==> config.mk <==
export PLATFORM = sky130hd
export DESIGN_NAME = bitband_bridge
export DESIGN_NICKNAME = d
export VERILOG_FILES = /design/src/rtl/bb_pkg.sv /design/src/rtl/bb_window_decode.sv /design/src/rtl/bb_bit_lane.sv /design/src/rtl/bb_rmw_seq.sv /design/src/rtl/bitband_bridge.sv
export SDC_FILE = /design/constraint.sdc
export NUM_CORES = 1
export LEC_CHECK = 0
export ABC_AREA = 0
export ABC_CLOCK_PERIOD_IN_PS = 2070
export CORE_ASPECT_RATIO = 0.7
export CORE_MARGIN = 5
export CORE_UTILIZATION = 45
export DETAILED_ROUTE_END_ITERATION = 8
export HOLD_SLACK_MARGIN = 0.15
export PLACE_DENSITY = 0.85
export SLEW_MARGIN = 10
export SYNTH_ARGS = -nofsm -noshare
export SYNTH_HDL_FRONTEND = slang
export SYNTH_SLANG_ARGS = --single-unit
==> constraint.sdc <==
create_clock -name clk -period 2.07 [get_ports clk]
set_clock_uncertainty 0.05 [all_clocks]
set_input_delay 0.207 -clock clk [delete_from_list [all_inputs] [get_ports clk]]
set_output_delay 0.207 -clock clk [all_outputs]
set_load 0.02 [all_outputs]
==> src/rtl/bb_pkg.sv <==
package bb_pkg;

  typedef enum logic [1:0] {
    SZ_BYTE = 2'd0,
    SZ_HALF = 2'd1,
    SZ_WORD = 2'd2
  } acc_size_e;

  typedef enum logic [2:0] {
    ST_IDLE,
    ST_PASS,
    ST_RD,
    ST_WR,
    ST_RESP
  } seq_state_e;

endpackage

==> src/rtl/bb_window_decode.sv <==
module bb_window_decode
  import bb_pkg::*;
#(
  parameter int ADDR_W = 32,
  parameter int POS_W  = 5,
  parameter int NWIN   = 2,
  parameter int WIN_LG = 25,
  parameter logic [NWIN-1:0][ADDR_W-1:0] ALIAS_BASE = {32'h4200_0000, 32'h2200_0000},
  parameter logic [NWIN-1:0][ADDR_W-1:0] TGT_BASE   = {32'h4000_0000, 32'h2000_0000}
) (
  input  logic [ADDR_W-1:0] addr,
  input  logic [1:0]        size,
  output logic              hit,
  output logic [ADDR_W-1:0] tgt_addr,
  output logic [POS_W-1:0]  bit_pos
);

  localparam int SHIFT = POS_W;
  localparam int HI_W  = ADDR_W - WIN_LG;

  logic [NWIN-1:0]              win_hit;
  logic [NWIN-1:0][ADDR_W-1:0]  win_tgt;
  logic [ADDR_W-1:0]            raw_tgt;
  logic [POS_W-1:0]             idx;

  genvar w;
  generate
    for (w = 0; w < NWIN; w++) begin : g_win
      assign win_hit[w] = (addr[ADDR_W-1:WIN_LG] == ALIAS_BASE[w][ADDR_W-1:WIN_LG]);
      assign win_tgt[w] = TGT_BASE[w] |
                          {{(HI_W + SHIFT){1'b0}}, addr[WIN_LG-1:SHIFT]};
    end
  endgenerate

  always_comb begin
    hit     = 1'b0;
    raw_tgt = '0;
    for (int i = NWIN - 1; i >= 0; i--) begin
      if (win_hit[i]) begin
        hit     = 1'b1;
        raw_tgt = win_tgt[i];
      end
    end
  end

  assign idx = addr[POS_W+1:2];

  always_comb begin
    tgt_addr = raw_tgt;
    bit_pos  = idx;
    case (size)
      SZ_BYTE: begin
        bit_pos = {raw_tgt[1:0], idx[2:0]};
      end
      SZ_HALF: begin
        tgt_addr[0] = 1'b0;
        bit_pos     = {raw_tgt[1], idx[3:0]};
      end
      default: begin
        tgt_addr[1:0] = 2'b00;
        bit_pos       = idx;
      end
    endcase
  end

endmodule

==> src/rtl/bb_bit_lane.sv <==
module bb_bit_lane #(
  parameter int DATA_W = 32,
  parameter int POS_W  = $clog2(DATA_W)
) (
  input  logic [DATA_W-1:0] word_in,
  input  logic [POS_W-1:0]  pos,
  input  logic              new_bit,
  output logic              bit_out,
  output logic [DATA_W-1:0] word_out
);

  logic [DATA_W-1:0] mask;

  assign mask     = {{(DATA_W-1){1'b0}}, 1'b1} << pos;
  assign bit_out  = |(word_in & mask);
  assign word_out = new_bit ? (word_in | mask) : (word_in & ~mask);

endmodule

==> src/rtl/bb_rmw_seq.sv <==
module bb_rmw_seq
  import bb_pkg::*;
#(
  parameter int ADDR_W = 32,
  parameter int DATA_W = 32,
  parameter int POS_W  = 5
) (
  input  logic              clk,
  input  logic              rst,
  input  logic              up_valid,
  input  logic              up_write,
  input  logic [1:0]        up_size,
  input  logic [ADDR_W-1:0] up_addr,
  input  logic [DATA_W-1:0] up_wdata,
  output logic              up_ready,
  output logic [DATA_W-1:0] up_rdata,
  input  logic              dec_hit,
  input  logic [ADDR_W-1:0] dec_tgt,
  input  logic [POS_W-1:0]  dec_pos,
  output logic [POS_W-1:0]  pos_q,
  output logic              wbit_q,
  input  logic              lane_bit,
  input  logic [DATA_W-1:0] lane_word,
  output logic              dn_valid,
  input  logic              dn_ready,
  output logic              dn_write,
  output logic [1:0]        dn_size,
  output logic [ADDR_W-1:0] dn_addr,
  output logic [DATA_W-1:0] dn_wdata,
  input  logic [DATA_W-1:0] dn_rdata
);

  seq_state_e st;
  logic       alias_q;
  logic       wr_q;

  always_ff @(posedge clk) begin
    if (rst) begin
      st       <= ST_IDLE;
      up_ready <= 1'b0;
      up_rdata <= '0;
      dn_valid <= 1'b0;
      dn_write <= 1'b0;
      dn_size  <= '0;
      dn_addr  <= '0;
      dn_wdata <= '0;
      alias_q  <= 1'b0;
      wr_q     <= 1'b0;
      pos_q    <= '0;
      wbit_q   <= 1'b0;
    end else begin
      case (st)
        ST_IDLE: begin
          up_ready <= 1'b0;
          if (up_valid) begin
            alias_q  <= dec_hit;
            wr_q     <= up_write;
            pos_q    <= dec_pos;
            wbit_q   <= up_wdata[0];
            dn_size  <= up_size;
            dn_valid <= 1'b1;
            if (dec_hit) begin
              dn_addr  <= dec_tgt;
              dn_write <= 1'b0;
              dn_wdata <= '0;
              st       <= ST_RD;
            end else begin
              dn_addr  <= up_addr;
              dn_write <= up_write;
              dn_wdata <= up_wdata;
              st       <= ST_PASS;
            end
          end
        end
        ST_PASS: begin
          if (dn_ready) begin
            dn_valid <= 1'b0;
            up_rdata <= wr_q ? '0 : dn_rdata;
            up_ready <= 1'b1;
            st       <= ST_RESP;
          end
        end
        ST_RD: begin
          if (dn_ready) begin
            if (wr_q) begin
              dn_wdata <= lane_word;
              dn_write <= 1'b1;
              st       <= ST_WR;
            end else begin
              dn_valid <= 1'b0;
              up_rdata <= {{(DATA_W-1){1'b0}}, lane_bit};
              up_ready <= 1'b1;
              st       <= ST_RESP;
            end
          end
        end
        ST_WR: begin
          if (dn_ready) begin
            dn_valid <= 1'b0;
            dn_write <= 1'b0;
            up_rdata <= '0;
            up_ready <= 1'b1;
            st       <= ST_RESP;
          end
        end
        default: begin
          up_ready <= 1'b0;
          st       <= ST_IDLE;
        end
      endcase
    end
  end

  // a pending downstream request does not move
  p_dn_hold_r10: assert property (@(posedge clk) disable iff (rst)
    (dn_valid && !dn_ready) |=> (dn_valid && $stable(dn_addr) && $stable(dn_write)
                                 && $stable(dn_size) && $stable(dn_wdata)));

  // completion is a single-cycle pulse
  p_ready_pulse_r11: assert property (@(posedge clk) disable iff (rst)
    up_ready |=> !up_ready);

  // write-back follows the read at once, same address and size
  p_rmw_back2back_r7: assert property (@(posedge clk) disable iff (rst)
    (st == ST_RD && dn_ready && wr_q) |=>
      (dn_valid && dn_write && $stable(dn_addr) && $stable(dn_size)));

  // no upstream completion while the write-back is pending
  p_no_early_ready_r7: assert property (@(posedge clk) disable iff (rst)
    (st == ST_WR) |-> !up_ready);

  // an alias read returns only bit 0
  p_alias_rdata_r5: assert property (@(posedge clk) disable iff (rst)
    (up_ready && alias_q && !wr_q) |-> (up_rdata[DATA_W-1:1] == '0));

endmodule

==> src/rtl/bitband_bridge.sv <==
module bitband_bridge #(
  parameter int ADDR_W = 32,
  parameter int DATA_W = 32,
  parameter int NWIN   = 2,
  parameter int WIN_LG = 25,
  parameter logic [NWIN-1:0][ADDR_W-1:0] ALIAS_BASE = {32'h4200_0000, 32'h2200_0000},
  parameter logic [NWIN-1:0][ADDR_W-1:0] TGT_BASE   = {32'h4000_0000, 32'h2000_0000}
) (
  input  logic              clk,
  input  logic              rst,
  input  logic              up_valid,
  input  logic              up_write,
  input  logic [1:0]        up_size,
  input  logic [ADDR_W-1:0] up_addr,
  input  logic [DATA_W-1:0] up_wdata,
  output logic              up_ready,
  output logic [DATA_W-1:0] up_rdata,
  output logic              dn_valid,
  input  logic              dn_ready,
  output logic              dn_write,
  output logic [1:0]        dn_size,
  output logic [ADDR_W-1:0] dn_addr,
  output logic [DATA_W-1:0] dn_wdata,
  input  logic [DATA_W-1:0] dn_rdata
);

  localparam int POS_W = $clog2(DATA_W);

  logic              dec_hit;
  logic [ADDR_W-1:0] dec_tgt;
  logic [POS_W-1:0]  dec_pos;
  logic [POS_W-1:0]  pos_q;
  logic              wbit_q;
  logic              lane_bit;
  logic [DATA_W-1:0] lane_word;

  bb_window_decode #(
    .ADDR_W(ADDR_W), .POS_W(POS_W), .NWIN(NWIN), .WIN_LG(WIN_LG),
    .ALIAS_BASE(ALIAS_BASE), .TGT_BASE(TGT_BASE)
  ) u_dec (
    .addr(up_addr), .size(up_size),
    .hit(dec_hit), .tgt_addr(dec_tgt), .bit_pos(dec_pos)
  );

  bb_bit_lane #(.DATA_W(DATA_W), .POS_W(POS_W)) u_lane (
    .word_in(dn_rdata), .pos(pos_q), .new_bit(wbit_q),
    .bit_out(lane_bit), .word_out(lane_word)
  );

  bb_rmw_seq #(.ADDR_W(ADDR_W), .DATA_W(DATA_W), .POS_W(POS_W)) u_seq (
    .clk(clk), .rst(rst),
    .up_valid(up_valid), .up_write(up_write), .up_size(up_size),
    .up_addr(up_addr), .up_wdata(up_wdata),
    .up_ready(up_ready), .up_rdata(up_rdata),
    .dec_hit(dec_hit), .dec_tgt(dec_tgt), .dec_pos(dec_pos),
    .pos_q(pos_q), .wbit_q(wbit_q),
    .lane_bit(lane_bit), .lane_word(lane_word),
    .dn_valid(dn_valid), .dn_ready(dn_ready), .dn_write(dn_write),
    .dn_size(dn_size), .dn_addr(dn_addr), .dn_wdata(dn_wdata),
    .dn_rdata(dn_rdata)
  );

endmodule

; ---- Word-level counts from Yosys, hierarchy flattened
; Cells that the tools add are included.
[word_totals]
regBits = 111
elab_cells = 85
latchBits = 0
mem_bits_ro = 0
output_inout_bits = 101
ramBits = 0
memories = 0
[op_classes]
shifts = 1
n_mul = 0
reduce_logical = 16
n_bitwise = 4
div_mod_pow = 0
order_cmp = 0
eq_ne = 13
n_mux = 40
n_addsub = 0
[ops]
columns = cell, count
row1 = $mux W32, 12
row2 = $pmux W32 S3, 1
row3 = $and A32 B32 Y32, 2
row4 = $pmux W32 S2, 1
row5 = $not A32 Y32, 1
row6 = $or A32 B32 Y32, 1
row7 = $reduce_or A32 Y1, 1
row8 = $shl A1 B5 Y32 const A, 1
row9 = $mux W31, 1
row10 = $mux W1, 15
row11 = $reduce_and A5 Y1, 3
row12 = $mux W3, 4
row13 = $ne A2 B2 Y1 const B, 5
row14 = $pmux W5 S2, 1
row15 = $pmux W3 S3, 1
row16 = $reduce_bool A3 Y1, 3
row17 = $eq A7 B5 Y1 const B, 1
row18 = $eq A7 B6 Y1 const B, 1
row19 = $eq A3 B2 Y1 const B, 2
row20 = $pmux W1 S3, 2
row21 = $reduce_and A3 Y1, 2
row22 = $ne A2 B1 Y1 const B, 2
row23 = $reduce_and A4 Y1, 1
row24 = $reduce_or A2 Y1, 2
row25 = 8 further kinds, 8

; ---- Logic depth before layout (Yosys ltp)
[depth]
ltp_word = 7
mapped_depth = 7

; ---- Modules after synthesis
; Synthesis repeated with hierarchy kept, for this count alone.
[hier_totals]
cells_unflattened = 739
area_unflattened_um2 = 6177.2
[modules_own_cells]
columns = module, area_per_inst_um2, seq_area_each_um2, cells_per_inst, n_inst
row1 = bb_rmw_seq, 4837.1, 2222.1, 554, 1
row2 = bb_bit_lane, 1007.2, 0.0, 139, 1
row3 = bb_window_decode, 332.8, 0.0, 46, 1

; ---- Worst setup path after synthesis
; OpenSTA, ideal clock, no wires.
[synth_timing]
path_type = reg2reg
start = register u_seq.pos_q[0]
end = register u_seq.up_rdata[0]
n_path_buf = 1
setup_slack_ns = 0.469
arrival_time_ns = 1.431
path_stages_with_launch = 7
path_cell_list = dfxtp_1 buf_6 mux2_4 a22oi_2 nor2_1 o32a_1 o31a_1
[synth_between]
elab_chain_cells = 6
[synth_lines]
columns = item, line
row1 = "start, declared", bb_rmw_seq.sv:20  ; output logic [POS_W-1:0] pos_q,
row2 = "start signal, assigned", bb_rmw_seq.sv:58  ; pos_q <= dec_pos;
row3 = $shl A1 B5 Y32, bb_bit_lane.sv:14  ; assign mask = {{(DATA_W-1){1'b0}}, 1'b1} << pos;
row4 = $and A32 B32 Y32, bb_bit_lane.sv:15  ; assign bit_out = |(word_in & mask);
row5 = $reduce_or A32 Y1, bb_bit_lane.sv:15
row6 = $mux W32, bb_rmw_seq.sv:85  ; if (wr_q) begin
row7 = $mux W32, bb_rmw_seq.sv:84  ; if (dn_ready) begin
row8 = $pmux W32 S3, bb_rmw_seq.sv:52  ; case (st)
row9 = "end signal, assigned", bb_rmw_seq.sv:78  ; up_rdata <= wr_q ? '0 : dn_rdata;
row10 = "end signal, assigned", bb_rmw_seq.sv:91  ; up_rdata <= {{(DATA_W-1){1'b0}}, lane_bit};
row11 = "end, declared", bb_rmw_seq.sv:16  ; output logic [DATA_W-1:0] up_rdata,
; Every way passes these cells. The select of a mux whose other input is x is not followed.
; A chain may end at the register's enable or synchronous reset.

; ---- Worst setup path after layout
[layout_timing]
start = input port up_addr[29]
end = register u_seq.dn_wdata[0]
[layout_between]
elab_chain_cells = 6
word_cells_on_any_way = 7
cone_classes = eq/ne (2) / mux (5)
[layout_lines]
columns = item, line
row1 = "start, declared", bitband_bridge.sv:14  ; input logic [ADDR_W-1:0] up_addr,
row2 = $eq A7 B6 Y1, bb_window_decode.sv:29  ; assign win_hit[w] = (addr[ADDR_W-1:WIN_LG] == ALIAS_BASE[w][ADDR_W-1:WIN_LG]);
row3 = $mux W1, bb_window_decode.sv:39  ; if (win_hit[i]) begin
row4 = $mux W1 (*), bb_window_decode.sv:39
row5 = $mux W32 (*), bb_rmw_seq.sv:62  ; if (dec_hit) begin
row6 = $mux W32 (*), bb_rmw_seq.sv:55  ; if (up_valid) begin
row7 = $pmux W32 S2 (*), bb_rmw_seq.sv:52
row8 = "end signal, assigned", bb_rmw_seq.sv:70  ; dn_wdata <= up_wdata;
row9 = "end signal, assigned", bb_rmw_seq.sv:86  ; dn_wdata <= lane_word;
row10 = "end, declared", bb_rmw_seq.sv:29  ; output logic [DATA_W-1:0] dn_wdata,
; Every way passes the cells marked *; elsewhere a longest branch is shown, timed or not. The select of a mux whose other input is x is not followed.

==> results.toml <==
[status]
run_status = "completed"

[final_layout]
multi_input_area_um2 = 2990
drive_above_1_share = 0.0811
nFillCells = 1065
nets = 974
fin_area_um2 = 8140
regArea_um2 = 2220
area_growth_pct = 46.4
num_antenna_cells = 0

[flow_run]
cap_violations = 0

[synthesis]
synth_edf_count = 0
synth_area_um2 = 5560
synth-adder-area-share = 0
yosysMostFrequentCell = "nand2_1"
synth_area_leader_cell = "dfxtp_1"
synth_commonest_cells = "nand2_1, dfxtp_1, nor2_1"
synth_top_family_by_area = "simple AND/OR/NAND/NOR gates"
muxShareOfSynthArea = 0.0743
ys_seq_area_frac = 0.400
syn_nets = 793
synth_ff_type = "dfxtp_1"
ys_ff_latch = 111
yosysWarnings = 0
syn_inst = 690
synth-compound-area-share = 0.221
yosysTopAreaCellShare = 0.400
synth_xor_area_frac = 0.00158
ys_types = 54
syn_area_per_cell_um2 = 8.05
synth_area_leaders = "dfxtp_1, nand2_1, mux2i_1, a21oi_1, a2bb2oi_1"
synthSimpleGateAreaFrac = 0.236
synthArstFlopShare = 0

[global_routing]
busiest_layer = "met1"
met3_usage = 0.0714
gr-usage-met1 = 0.372
gr-usage-met2 = 0.355
overflow = 0
grt_use_total = 0.249
grt_max_degree = 66
grt_pass1_wl_mm = 28.8
grt_pass1_vias = 5288
grt_antenna_before_repair = 0

[clocking]
root_buffer = "clkbuf_16"
clk_latency_ps = 350
cts_htree_levels = 3
cts_max_path_buffers = 2
hold_buffers = 0
cts.sinks = 111
cts_buffers = 9
cts_tree = "built"
clk_pin_slew_ps = 70

[sta]
period_minus_slack_ps = 1950
finalMaxSlewViolations = 0
finalHoldViolCount = 0
final-setup-viol-count = 0
worst_pin_slew_ps = 820
slew_headroom = 0.453
fin_crit_sh = 0.943
worst_hold_slack_ps = 345
max_freq_mhz = 513
rsz0062_at_grt = "false"

[worst_setup_path]
crit_required_ps = 2280
worstPathCellList = "clkdlybuf4s50_1 > xor2_1 > and3_1 > a21oi_2 > a2bb2oi_1 > a211oi_1"
r2r-end = "u_seq.up_rdata[21]"
reg2reg_slack_ps = 200
path_max_fanout = 16
crit_slowest_cell = "a21oi_2"
endpoint_kind = "flip-flop"
r2r_cells = 5
cpPeakStageDelay_ps = 650
r2r_start = "u_seq.st[1]"
crit_type = "input pin to flip-flop"
cp-start-kind = "input pin"
cp.arrival_ps = 2160

[floorplanning]
core-area_um2 = 12300
row_count = 34
die_height_um = 103
fp.dieW_um = 143
start_util = 0.454
pin_count = 204
dieArea_um2 = 14700

[min_path]
hold_depth = 2
hold_start = "rst"
min_to = "u_seq.st[2]"
hold_class = "input pin to flip-flop"

[drt]
antenna_left = 0
num_vias = 5840
drt_iter0_markers = 470
drc_errors = 0
drt-total-wl_mm = 19.3
vias_per_cell = 5.63
dr.pass1.iters = 5
drt-wirelength-per-cell_um = 18.6

[place]
dp_hpwl_mm = 14.2
io_buffers = 203
dpl_cell_area_um2 = 7790
gp_congestion = 0.957

[power]
powerDensity_nw_per_um2 = 698
leakage_nw = 3.03
ir_drop_mv = 0.412
worst max-delay path: cells and delay by family:
kind	cells	cell delay, ps
AOI/OAI and AO/OA	3	1050
xor gates and xnor gates	1	180
buffers and inverters	1	430
and+or+nand+nor	1	290
cell families after synthesis:
group | Yosys count
and+or+nand+nor | 291
AOI/OAI and AO/OA | 174
DFF | 111
buffers and inverters | 73
muxes | 40
xor gates and xnor gates | 1
worst max path at each step:
| stage | startpoint | endpoint | slack, ps | cells past startpoint |
|---|---|---|---|---|
| 5_1_grt | u_seq.st[1] | u_seq.dn_wdata[3] | 20 | 6 |
| 3_5_place_dp | up_addr[29] | u_seq.dn_wdata[3] | -260 | 6 |
| 3_3_place_gp | up_addr[29] | u_seq.dn_wdata[6] | -180 | 6 |
| 2_1_floorplan | u_seq.pos_q[0] | u_seq.up_rdata[0] | 470 | 6 |
| 4_1_cts | u_seq.pos_q[3] | u_seq.dn_wdata[18] | 60 | 5 |
| 6_report | up_addr[29] | u_seq.dn_wdata[0] | 120 | 6 |
flip-flops by register name (all words and copies together), names as in the netlist:
signal / flops
u_seq.dn_valid: 1
u_seq.pos_q: 5
u_seq.up_ready: 1
u_seq.dn_wdata: 32
u_seq.dn_addr: 32
u_seq.dn_size: 2
u_seq.st: 3
u_seq.up_rdata: 32
u_seq.wbit_q: 1
u_seq.dn_write: 1
u_seq.wr_q: 1
through the flow:
stage,setup slack (ps),instances,power [W],TNS [ps],utilization
floorplan,469,690,0.00309,0,-
global placement,-178,1021,0.00377,-5740,0.636
detailed placement,-262,1021,0.00379,-7440,0.636
CTS,63.7,1037,0.00570,0,0.663
global route,20.0,1038,0.00590,0,0.664
finish,119,1038,0.00568,0,0.664
routing by layer:
metal  part of all wire  wire [µm]
met5                  0          0
met4              0.013        256
met2               0.42       8030
met3               0.11       2140
met1               0.46       8860
repair_timing:
| item | in CTS | in global routing |
|---|---|---|
| gates resized for setup | 0 | 2 |
| endpoints found under the setup margin | 0 | 18 |
| buffers inserted | 0 | 0 |
cells in the final DEF (no fill, tap or decap), drive strengths merged, types with 33 or more instances in the layout:
| cell type | n |
|---|---|
| nand2 | 131 |
| mux2i | 36 |
| dfxtp | 111 |
| a211oi | 33 |
| a21oi | 63 |
| nor2 | 78 |
| buf | 35 |
| a2bb2oi | 33 |
| clkdlybuf4s50 | 202 |
| nand3 | 42 |
where the power goes:
part / internal [W] / switching [W] / total (W)
Combinational: 0.000666 / 0.000708 / 0.00137
Sequential: 0.00228 / 0.0000945 / 0.00238
Clock: 0.00108 / 0.000848 / 0.00192
Total: 0.00403 / 0.00165 / 0.00568
layout make-up:
cell class / count / share of cell area
clock buffers: 9 / 0.0277
clock inverters: 7 / 0.0126
inverters: 5 / 0.00231
multi-input cells: 507 / 0.368
flip-flops and latches: 111 / 0.273
well taps: 162 / 0.0249
repair buffers: 237 / 0.292
(Power assumes the default switching activity.)
